--- src/rtl/burst_pkg.sv ---
package burst_pkg;

  typedef enum logic [1:0] {
    TR_IDLE   = 2'b00,
    TR_BUSY   = 2'b01,
    TR_NONSEQ = 2'b10,
    TR_SEQ    = 2'b11
  } trans_t;

  localparam logic [2:0] BC_SINGLE = 3'b000;
  localparam logic [2:0] BC_OPEN   = 3'b001;

  // wrapping codes: even and nonzero
  function automatic logic is_wrap_code(input logic [2:0] code);
    return (code[0] == 1'b0) && (code[2:1] != 2'b00);
  endfunction

  // log2 of the fixed beat count (4/8/16 -> 2/3/4)
  function automatic logic [3:0] fixed_len_log2(input logic [2:0] code);
    return {2'b00, code[2:1]} + 4'd1;
  endfunction

endpackage

--- src/rtl/burst_len_decode.sv ---
module burst_len_decode
  import burst_pkg::*;
#(
  parameter int LEN_W = 8,
  parameter int CNT_W = 8
) (
  input  logic [2:0]       code,
  input  logic [LEN_W-1:0] len,
  output logic [CNT_W-1:0] last_idx
);

  logic [4:0] fixed_beats;

  always_comb begin
    fixed_beats = 5'd1 << fixed_len_log2(code);
    if (code == BC_SINGLE) begin
      last_idx = '0;
    end else if (code == BC_OPEN) begin
      if (len == '0) last_idx = '0;
      else           last_idx = CNT_W'(len - LEN_W'(1));
    end else begin
      last_idx = CNT_W'(fixed_beats - 5'd1);
    end
  end

endmodule

--- src/rtl/burst_next_addr.sv ---
module burst_next_addr
  import burst_pkg::*;
#(
  parameter int ADDR_W = 32
) (
  input  logic [ADDR_W-1:0] addr,
  input  logic [2:0]        size,
  input  logic [2:0]        code,
  output logic [ADDR_W-1:0] nxt
);

  logic              wrap;
  logic [3:0]        span_log2;
  logic [ADDR_W-1:0] step;
  logic [ADDR_W-1:0] mask;
  logic [ADDR_W-1:0] sum;

  always_comb begin
    wrap      = is_wrap_code(code);
    span_log2 = fixed_len_log2(code) + {1'b0, size};
    step      = ADDR_W'(1) << size;
    mask      = (ADDR_W'(1) << span_log2) - ADDR_W'(1);
    sum       = addr + step;
    if (wrap) nxt = (addr & ~mask) | (sum & mask);
    else      nxt = sum;
  end

endmodule

--- src/rtl/burst_seq.sv ---
module burst_seq
  import burst_pkg::*;
#(
  parameter int ADDR_W = 32,
  parameter int CNT_W  = 8
) (
  input  logic              clk,
  input  logic              rst_n,
  input  logic              hready,
  input  logic              start,
  input  logic [ADDR_W-1:0] start_addr,
  input  logic [2:0]        size_in,
  input  logic [2:0]        burst_in,
  input  logic [CNT_W-1:0]  last_idx,
  input  logic [ADDR_W-1:0] next_addr,
  output logic [ADDR_W-1:0] haddr,
  output logic [1:0]        htrans,
  output logic [2:0]        hburst,
  output logic [2:0]        hsize,
  output logic              done
);

  logic [ADDR_W-1:0] addr_q,   addr_d;
  trans_t            trans_q,  trans_d;
  logic [2:0]        burst_q,  burst_d;
  logic [2:0]        size_q,   size_d;
  logic [CNT_W-1:0]  remain_q, remain_d;
  logic              done_q,   done_d;
  logic              adv_en;
  logic              active;

  assign active = (trans_q != TR_IDLE);
  assign adv_en = hready;

  always_comb begin
    addr_d   = addr_q;
    trans_d  = trans_q;
    burst_d  = burst_q;
    size_d   = size_q;
    remain_d = remain_q;
    done_d   = 1'b0;
    if (hready) begin
      if (!active) begin
        if (start) begin
          addr_d   = start_addr;
          trans_d  = TR_NONSEQ;
          burst_d  = burst_in;
          size_d   = size_in;
          remain_d = last_idx;
        end
      end else if (remain_q == '0) begin
        trans_d = TR_IDLE;
        done_d  = 1'b1;
      end else begin
        addr_d   = next_addr;
        trans_d  = TR_SEQ;
        remain_d = remain_q - CNT_W'(1);
      end
    end
  end

  always_ff @(posedge clk or negedge rst_n) begin
    if (!rst_n) begin
      addr_q   <= '0;
      trans_q  <= TR_IDLE;
      burst_q  <= '0;
      size_q   <= '0;
      remain_q <= '0;
    end else if (adv_en) begin
      addr_q   <= addr_d;
      trans_q  <= trans_d;
      burst_q  <= burst_d;
      size_q   <= size_d;
      remain_q <= remain_d;
    end
  end

  always_ff @(posedge clk or negedge rst_n) begin
    if (!rst_n) done_q <= 1'b0;
    else        done_q <= done_d;
  end

  assign haddr  = addr_q;
  assign htrans = trans_q;
  assign hburst = burst_q;
  assign hsize  = size_q;
  assign done   = done_q;

endmodule

--- src/rtl/burst_addr_gen.sv ---
module burst_addr_gen
  import burst_pkg::*;
#(
  parameter int ADDR_W = 32,
  parameter int LEN_W  = 8
) (
  input  logic              clk,
  input  logic              rst_n,
  input  logic              start,
  input  logic [ADDR_W-1:0] start_addr,
  input  logic [2:0]        size_in,
  input  logic [2:0]        burst_in,
  input  logic [LEN_W-1:0]  incr_len,
  input  logic              hready,
  output logic [ADDR_W-1:0] haddr,
  output logic [1:0]        htrans,
  output logic [2:0]        hburst,
  output logic [2:0]        hsize,
  output logic              done
);

  localparam int CNT_W = (LEN_W > 4) ? LEN_W : 4;

  // reset: asserted asynchronously, released on a clock edge
  logic [1:0] rst_sync_q;
  logic       rst_n_int;

  always_ff @(posedge clk or negedge rst_n) begin
    if (!rst_n) rst_sync_q <= 2'b00;
    else        rst_sync_q <= {rst_sync_q[0], 1'b1};
  end
  assign rst_n_int = rst_sync_q[1];

  logic [CNT_W-1:0]  last_idx;
  logic [ADDR_W-1:0] next_addr;

  burst_len_decode #(.LEN_W(LEN_W), .CNT_W(CNT_W)) u_dec (
    .code     (burst_in),
    .len      (incr_len),
    .last_idx (last_idx)
  );

  burst_next_addr #(.ADDR_W(ADDR_W)) u_nxt (
    .addr (haddr),
    .size (hsize),
    .code (hburst),
    .nxt  (next_addr)
  );

  burst_seq #(.ADDR_W(ADDR_W), .CNT_W(CNT_W)) u_seq (
    .clk        (clk),
    .rst_n      (rst_n_int),
    .hready     (hready),
    .start      (start),
    .start_addr (start_addr),
    .size_in    (size_in),
    .burst_in   (burst_in),
    .last_idx   (last_idx),
    .next_addr  (next_addr),
    .haddr      (haddr),
    .htrans     (htrans),
    .hburst     (hburst),
    .hsize      (hsize),
    .done       (done)
  );

endmodule

--- config.mk ---
export PLATFORM = sky130hd
export DESIGN_NAME = burst_addr_gen
export DESIGN_NICKNAME = d
export VERILOG_FILES = /design/src/rtl/burst_pkg.sv /design/src/rtl/burst_len_decode.sv /design/src/rtl/burst_next_addr.sv /design/src/rtl/burst_seq.sv /design/src/rtl/burst_addr_gen.sv
export SDC_FILE = /design/constraint.sdc
export NUM_CORES = 1
export LEC_CHECK = 0
export ABC_CLOCK_PERIOD_IN_PS = 4000
export BUFFER_PORTS_ARGS = -buffer_cell sky130_fd_sc_hd__buf_2
export CAP_MARGIN = 20
export CORE_ASPECT_RATIO = 0.9
export CORE_UTILIZATION = 35
export DETAILED_ROUTE_END_ITERATION = 12
export GPL_ROUTABILITY_DRIVEN = 0
export PLACE_DENSITY = 0.61
export SLEW_MARGIN = 20
export SYNTH_ARGS = -nofsm -noshare
export SYNTH_HDL_FRONTEND = slang
export SYNTH_SLANG_ARGS = --single-unit
--- constraint.sdc ---
create_clock -name clk -period 4 [get_ports clk]
set_input_delay 0.2 -clock clk [delete_from_list [all_inputs] [get_ports clk]]
set_output_delay 0.2 -clock clk [all_outputs]
set_load 0.005 [all_outputs]
Word level (Yosys, flattened, before mapping)
Cells that the tools add are included.
{"block": "word_totals", "output_inout_bits": 41, "regBits": 51, "inputBits": 50, "elab_cells": 52}
{"block": "op_classes", "add_sub_neg": 8, "n_bitwise": 6, "eq_ne": 2, "n_reduce_logical": 10, "n_shift": 3, "n_mux": 16}
{"cell": "2-to-1 mux 32 bit", "n": 4}
{"cell": "bitwise AND 32 bit", "n": 2}
{"cell": "2-to-1 mux 8 bit", "n": 6}
{"cell": "adder 32 bit", "n": 1}
{"cell": "inverter 32 bit", "n": 1}
{"cell": "bitwise OR 32 bit", "n": 1}
{"cell": "left shift 1 x 3 -> 32 bit, first input constant", "n": 1}
{"cell": "left shift 1 x 4 -> 32 bit, first input constant", "n": 1}
{"cell": "subtractor 32 x 2 -> 32 bit, second input constant", "n": 1}
{"cell": "zero test 8 bit", "n": 2}
{"cell": "subtractor 8 x 1 -> 8 bit, second input constant", "n": 2}
{"cell": "adder 2 x 1 -> 3 bit, second input constant", "n": 2}
{"cell": "2-to-1 mux 2 bit", "n": 3}
{"cell": "AND reduction 3 bit", "n": 2}
{"cell": "nonzero test 2 bit", "n": 3}
{"cell": "subtractor 5 x 1 -> 6 bit, second input constant", "n": 1}
{"cell": "left shift 1 x 4 -> 5 bit, first input constant", "n": 1}
{"cell": "adder 4 x 3 -> 4 bit", "n": 1}
{"cell": "== test 3 x 1 -> 1 bit, second input constant", "n": 1}
{"cell": "zero test 3 bit", "n": 1}
{"cell": "2-to-1 mux 1 bit", "n": 3}
{"cell": "inequality test 2 bit, second input constant", "n": 1}
{"cell": "inverter 1 bit", "n": 2}
{"cell": "AND reduction 2 bit", "n": 1}
{"cell": "logical AND 1 bit", "n": 1}

Logic depth before layout (Yosys ltp)
{"block": "logic_depth", "ltp_word": 10, "ltp_mapped": 15}

Cells and area by module
A second synthesis with hierarchy kept.
{"block": "unflattened", "cells_unflattened": 516, "area_unflattened_um2": 4102.7}
{"module": "burst_seq", "cells_each": 260, "seq_area_each_um2": 1226.2, "area_each_um2": 2327.2, "instances": 1}
{"module": "burst_next_addr", "cells_each": 216, "seq_area_each_um2": 0.0, "area_each_um2": 1476.4, "instances": 1}
{"module": "burst_len_decode", "cells_each": 37, "seq_area_each_um2": 0.0, "area_each_um2": 245.2, "instances": 1}
{"module": "burst_addr_gen", "cells_each": 3, "seq_area_each_um2": 50.0, "area_each_um2": 53.8, "instances": 1}

Least setup slack after synthesis
No wires, ideal clock.
{"block": "synth_path", "kind": "register to register", "start": "register u_seq.burst_q[1], in the netlist u_seq.hburst[1]", "end": "register with a tool-made name", "stages_incl_launch_ff": 15, "t_arrival_ps": 3022, "required_ps": 3875, "setup_ps": 125, "period_less_slack_ps": 3147, "setup_slack_ps": 853, "cell_sequence": "dfrtp_1 > inv_1 > ha_1 > inv_1 > fa_1 > clkbuf_1 > nor4bb_1 > a31o_2 > nand2b_1 > ha_1 > clkbuf_1 > nor2b_1 > a221oi_1 > a211oi_1 > mux2_2"}
{"item": "start: declaration", "line_no": "burst_seq.sv:25", "text": "logic [2:0] burst_q, burst_d;"}
{"item": "start signal: assignment", "line_no": "burst_seq.sv:72", "text": "burst_q <= burst_d;"}

==> out/metrics.json <==
{
  "antenna_left": 0,
  "buffer_levels_on_the_longest_clock_path": 2,
  "postSynthCellCount": 540,
  "grt_first_pass_wirelength_um": 21400,
  "grt_use_met2": 0.333,
  "synth_async_sr_flop_share": 1.00,
  "clk-insertion-delay-late_ns": 0.30,
  "grt.met3_usage": 0.0370,
  "synth-seq-cells": 51,
  "syn2layout_area_growth_pct": 19.0,
  "post_cts_resized": 0,
  "pin_count_of_the_biggest_net_entering_global_routing": 50,
  "worstHoldEndpoint": "u_seq.hsize[0]$_DFFE_PN0P_",
  "period_needed_ns": 3.55,
  "critPathKind": "flip-flop to flip-flop",
  "yosys.cell_types.count": 66,
  "floorplan.die_area_um2": 12500,
  "post_dp_cell_area_um2": 4850,
  "synth_top_cells_by_area": "sky130_fd_sc_hd__dfrtp_1, sky130_fd_sc_hd__ha_1, sky130_fd_sc_hd__a21oi_1, sky130_fd_sc_hd__nand2_1, sky130_fd_sc_hd__nor2_1",
  "seq_area_frac_synth": 0.302,
  "placement.io_buffers": 90,
  "cts.repair_timing.setup_buffer_count": 0,
  "final_layout_size_suffix_gt1_frac": 0.198,
  "regToRegStartpoint": "u_seq.hsize[0]$_DFFE_PN0P_",
  "cp_data_required_time_ns": 4.19,
  "worstHoldStart": "size_in[0]",
  "die_w_um": 118,
  "fmax_mhz": 282,
  "wire_per_inst_um": 17.2,
  "finalClockSkew_ns": 0.00751,
  "synth_area_leader_cell": "sky130_fd_sc_hd__dfrtp_1",
  "htree_num_levels": 2,
  "finalSetupViolCount": 0,
  "cts.hold.buffers_added": 1,
  "crit_arrival_ns": 3.73,
  "timing.reg2reg.setup_slack_ns": 0.45,
  "route.final.wire_length_um": 13400,
  "outcome": "completed",
  "postSynthNetCount": 614,
  "static-leakage-power_uw": 0.00218,
  "gr-usage-all-layers": 0.213,
  "mappedNetlistArea_um2": 4230,
  "synth-edff-count": 0,
  "layout.nets": 694,
  "critPathLaunchType": "flip-flop",
  "maxSlewViolCount": 0,
  "layout_common_cells": "sky130_fd_sc_hd__buf_2, sky130_fd_sc_hd__nand2_1, sky130_fd_sc_hd__nor2_1, sky130_fd_sc_hd__dfrtp_1, sky130_fd_sc_hd__a21oi_1",
  "detailedPlacementHpwl_um": 10000,
  "yosysTopAreaCellShare": 0.302,
  "max_cap_viol_count": 0,
  "io_pins": 91,
  "max-slew-margin-rel": 0.445,
  "hold_viol_final": 0,
  "antennaDiodeCount": 0,
  "floorplan.die.height_um": 106,
  "synth.avg_cell_area_um2": 7.83,
  "global_route.usage.met1": 0.297,
  "cts-buffers-inserted": 5,
  "floorplan.core_area_um2": 11600,
  "synth-warning-count": 0,
  "tightestPinTransition_ns": 0.829,
  "firstDrtPassIters": 5,
  "vias": 4548,
  "worstHoldPathCells": 3,
  "worstHoldPathType": "input port to flip-flop",
  "clock_transition_at_the_registers_of_the_reported_paths_ns": 0.07,
  "critical_path.endpoint_type": "flip-flop",
  "grt_setup_unrepaired": "false",
  "antenna_violations_before_repair": 0,
  "final_period_utilization": 0.887,
  "cts_tree": "yes",
  "globalRoute.totalOverflow": 0,
  "busiest_layer": "met2",
  "post_drt_via_cell_ratio": 5.85,
  "fin_tns_setup_ns": 0,
  "reg2reg_depth": 12,
  "cp_max_fo": 12,
  "power_density_of_the_placed_cells_nw_per_um2": 897,
  "synth_flop_cell": "sky130_fd_sc_hd__dfrtp_1",
  "cts.sinks": 51,
  "n_fill_cell": 1178,
  "root_buffer": "sky130_fd_sc_hd__clkbuf_16",
  "start_util": 0.364,
  "vias_in_the_first_global_route": 4195,
  "mostFrequentLayoutCell": "sky130_fd_sc_hd__buf_2",
  "post-route-cell-area_um2": 5030,
  "vdd_ir_drop_max_v": 0.000397,
  "drt_iter0_drc": 410,
  "post-route-drc-count": 0,
  "core.rowCount": 37
}
## final cells by class
cell class | instances | area, µm² | share of cell area
Sequential cell | 51 | 1280 | 0.254
Clock inverter | 3 | 47.5 | 0.00945
Multi-Input combinational cell | 436 | 2760 | 0.548
Timing Repair Buffer | 101 | 536 | 0.106
Tap cell | 156 | 195 | 0.0388
Clock buffer | 5 | 125 | 0.0249
Inverter | 25 | 93.8 | 0.0186
## cells in the mapped netlist, types with 3 or more instances
master / number
sky130_fd_sc_hd__mux2i_1: 5
sky130_fd_sc_hd__o21a_1: 5
sky130_fd_sc_hd__and3_1: 6
sky130_fd_sc_hd__a41oi_1: 3
sky130_fd_sc_hd__nand3_1: 23
sky130_fd_sc_hd__o31ai_1: 8
sky130_fd_sc_hd__a21boi_0: 3
sky130_fd_sc_hd__o21ai_1: 4
sky130_fd_sc_hd__inv_1: 25
sky130_fd_sc_hd__and4_1: 3
sky130_fd_sc_hd__a311oi_1: 3
sky130_fd_sc_hd__a31oi_1: 15
sky130_fd_sc_hd__xnor2_1: 9
sky130_fd_sc_hd__or2_2: 3
sky130_fd_sc_hd__ha_1: 22
sky130_fd_sc_hd__clkbuf_1: 24
sky130_fd_sc_hd__a32oi_1: 6
sky130_fd_sc_hd__a21o_1: 8
sky130_fd_sc_hd__mux2_2: 4
sky130_fd_sc_hd__nand4_1: 7
sky130_fd_sc_hd__a2111oi_0: 3
sky130_fd_sc_hd__and2_1: 3
sky130_fd_sc_hd__o22ai_1: 7
sky130_fd_sc_hd__nor2_1: 51
sky130_fd_sc_hd__o211ai_1: 10
sky130_fd_sc_hd__nor4_1: 6
sky130_fd_sc_hd__dfrtp_1: 51
sky130_fd_sc_hd__a21oi_1: 44
sky130_fd_sc_hd__a22oi_1: 3
sky130_fd_sc_hd__a211oi_1: 9
sky130_fd_sc_hd__buf_2: 3
sky130_fd_sc_hd__nor3_1: 16
sky130_fd_sc_hd__xor2_1: 6
sky130_fd_sc_hd__nand2_1: 58
sky130_fd_sc_hd__nand2b_1: 6
sky130_fd_sc_hd__o21ai_0: 34
sky130_fd_sc_hd__or3_1: 3
sky130_fd_sc_hd__nor2b_1: 3
## routing by layer
layer  vias to the layer above  part of all wire
li1                       2179                 -
met1                      2167              0.46
met2                       183              0.45
met3                        19             0.071
met4                         0             0.018
met5                         -                 0
## worst max-delay path by stage
stage	slack (ns)	startpoint	to	depth (start not counted)
global placement	0.66	u_seq.hburst[1]$_DFFE_PN0P_	flip-flop	13
floorplan	0.85	u_seq.hburst[1]$_DFFE_PN0P_	flip-flop	14
global route	0.01	u_seq.hsize[0]$_DFFE_PN0P_	flip-flop	12
finish	0.45	u_seq.hsize[0]$_DFFE_PN0P_	flip-flop	12
detailed placement	0.52	u_seq.hsize[0]$_DFFE_PN0P_	flip-flop	11
CTS	0.48	u_seq.hsize[0]$_DFFE_PN0P_	flip-flop	12
## kinds of logic after synthesis
kind of cell / share of synthesized area
flops: 0.302
buf+inv: 0.0479
mux: 0.0225
fa+ha+maj: 0.0746
compound gates: 0.291
other cells: 0.000887
simple gates: 0.230
xor+xnor: 0.0311
## critical path: stages (launching register included)
cell	delay, ns
sky130_fd_sc_hd__dfrtp_1	0.52
sky130_fd_sc_hd__ha_1	0.28
sky130_fd_sc_hd__inv_1	0.07
sky130_fd_sc_hd__fa_1	0.72
sky130_fd_sc_hd__nor3b_1	0.24
sky130_fd_sc_hd__a31o_2	0.24
sky130_fd_sc_hd__nand2_1	0.10
sky130_fd_sc_hd__ha_1	0.29
sky130_fd_sc_hd__and2_1	0.19
sky130_fd_sc_hd__a21oi_1	0.11
sky130_fd_sc_hd__nor3_1	0.06
sky130_fd_sc_hd__o31ai_1	0.24
sky130_fd_sc_hd__mux2_2	0.37
## through the flow
step	worst slack (ns)	hold WS, ns	instances	util	total power (µW)
after floorplan	0.853	-0.0956	540	-	3050
after global placement	0.659	-0.0157	768	0.417	3860
after detailed placement	0.520	-0.0129	768	0.417	3930
after CTS	0.481	0.0953	777	0.433	4470
after global routing	0.0140	0.112	777	0.433	4900
final	0.453	0.0924	777	0.433	4510
## power breakdown
part | switching, µW | internal, µW
registers | 277 | 728
logic | 1810 | 1180
clock network | 215 | 299
total | 2300 | 2210
No activity file was read; power rests on OpenSTA's default activity.
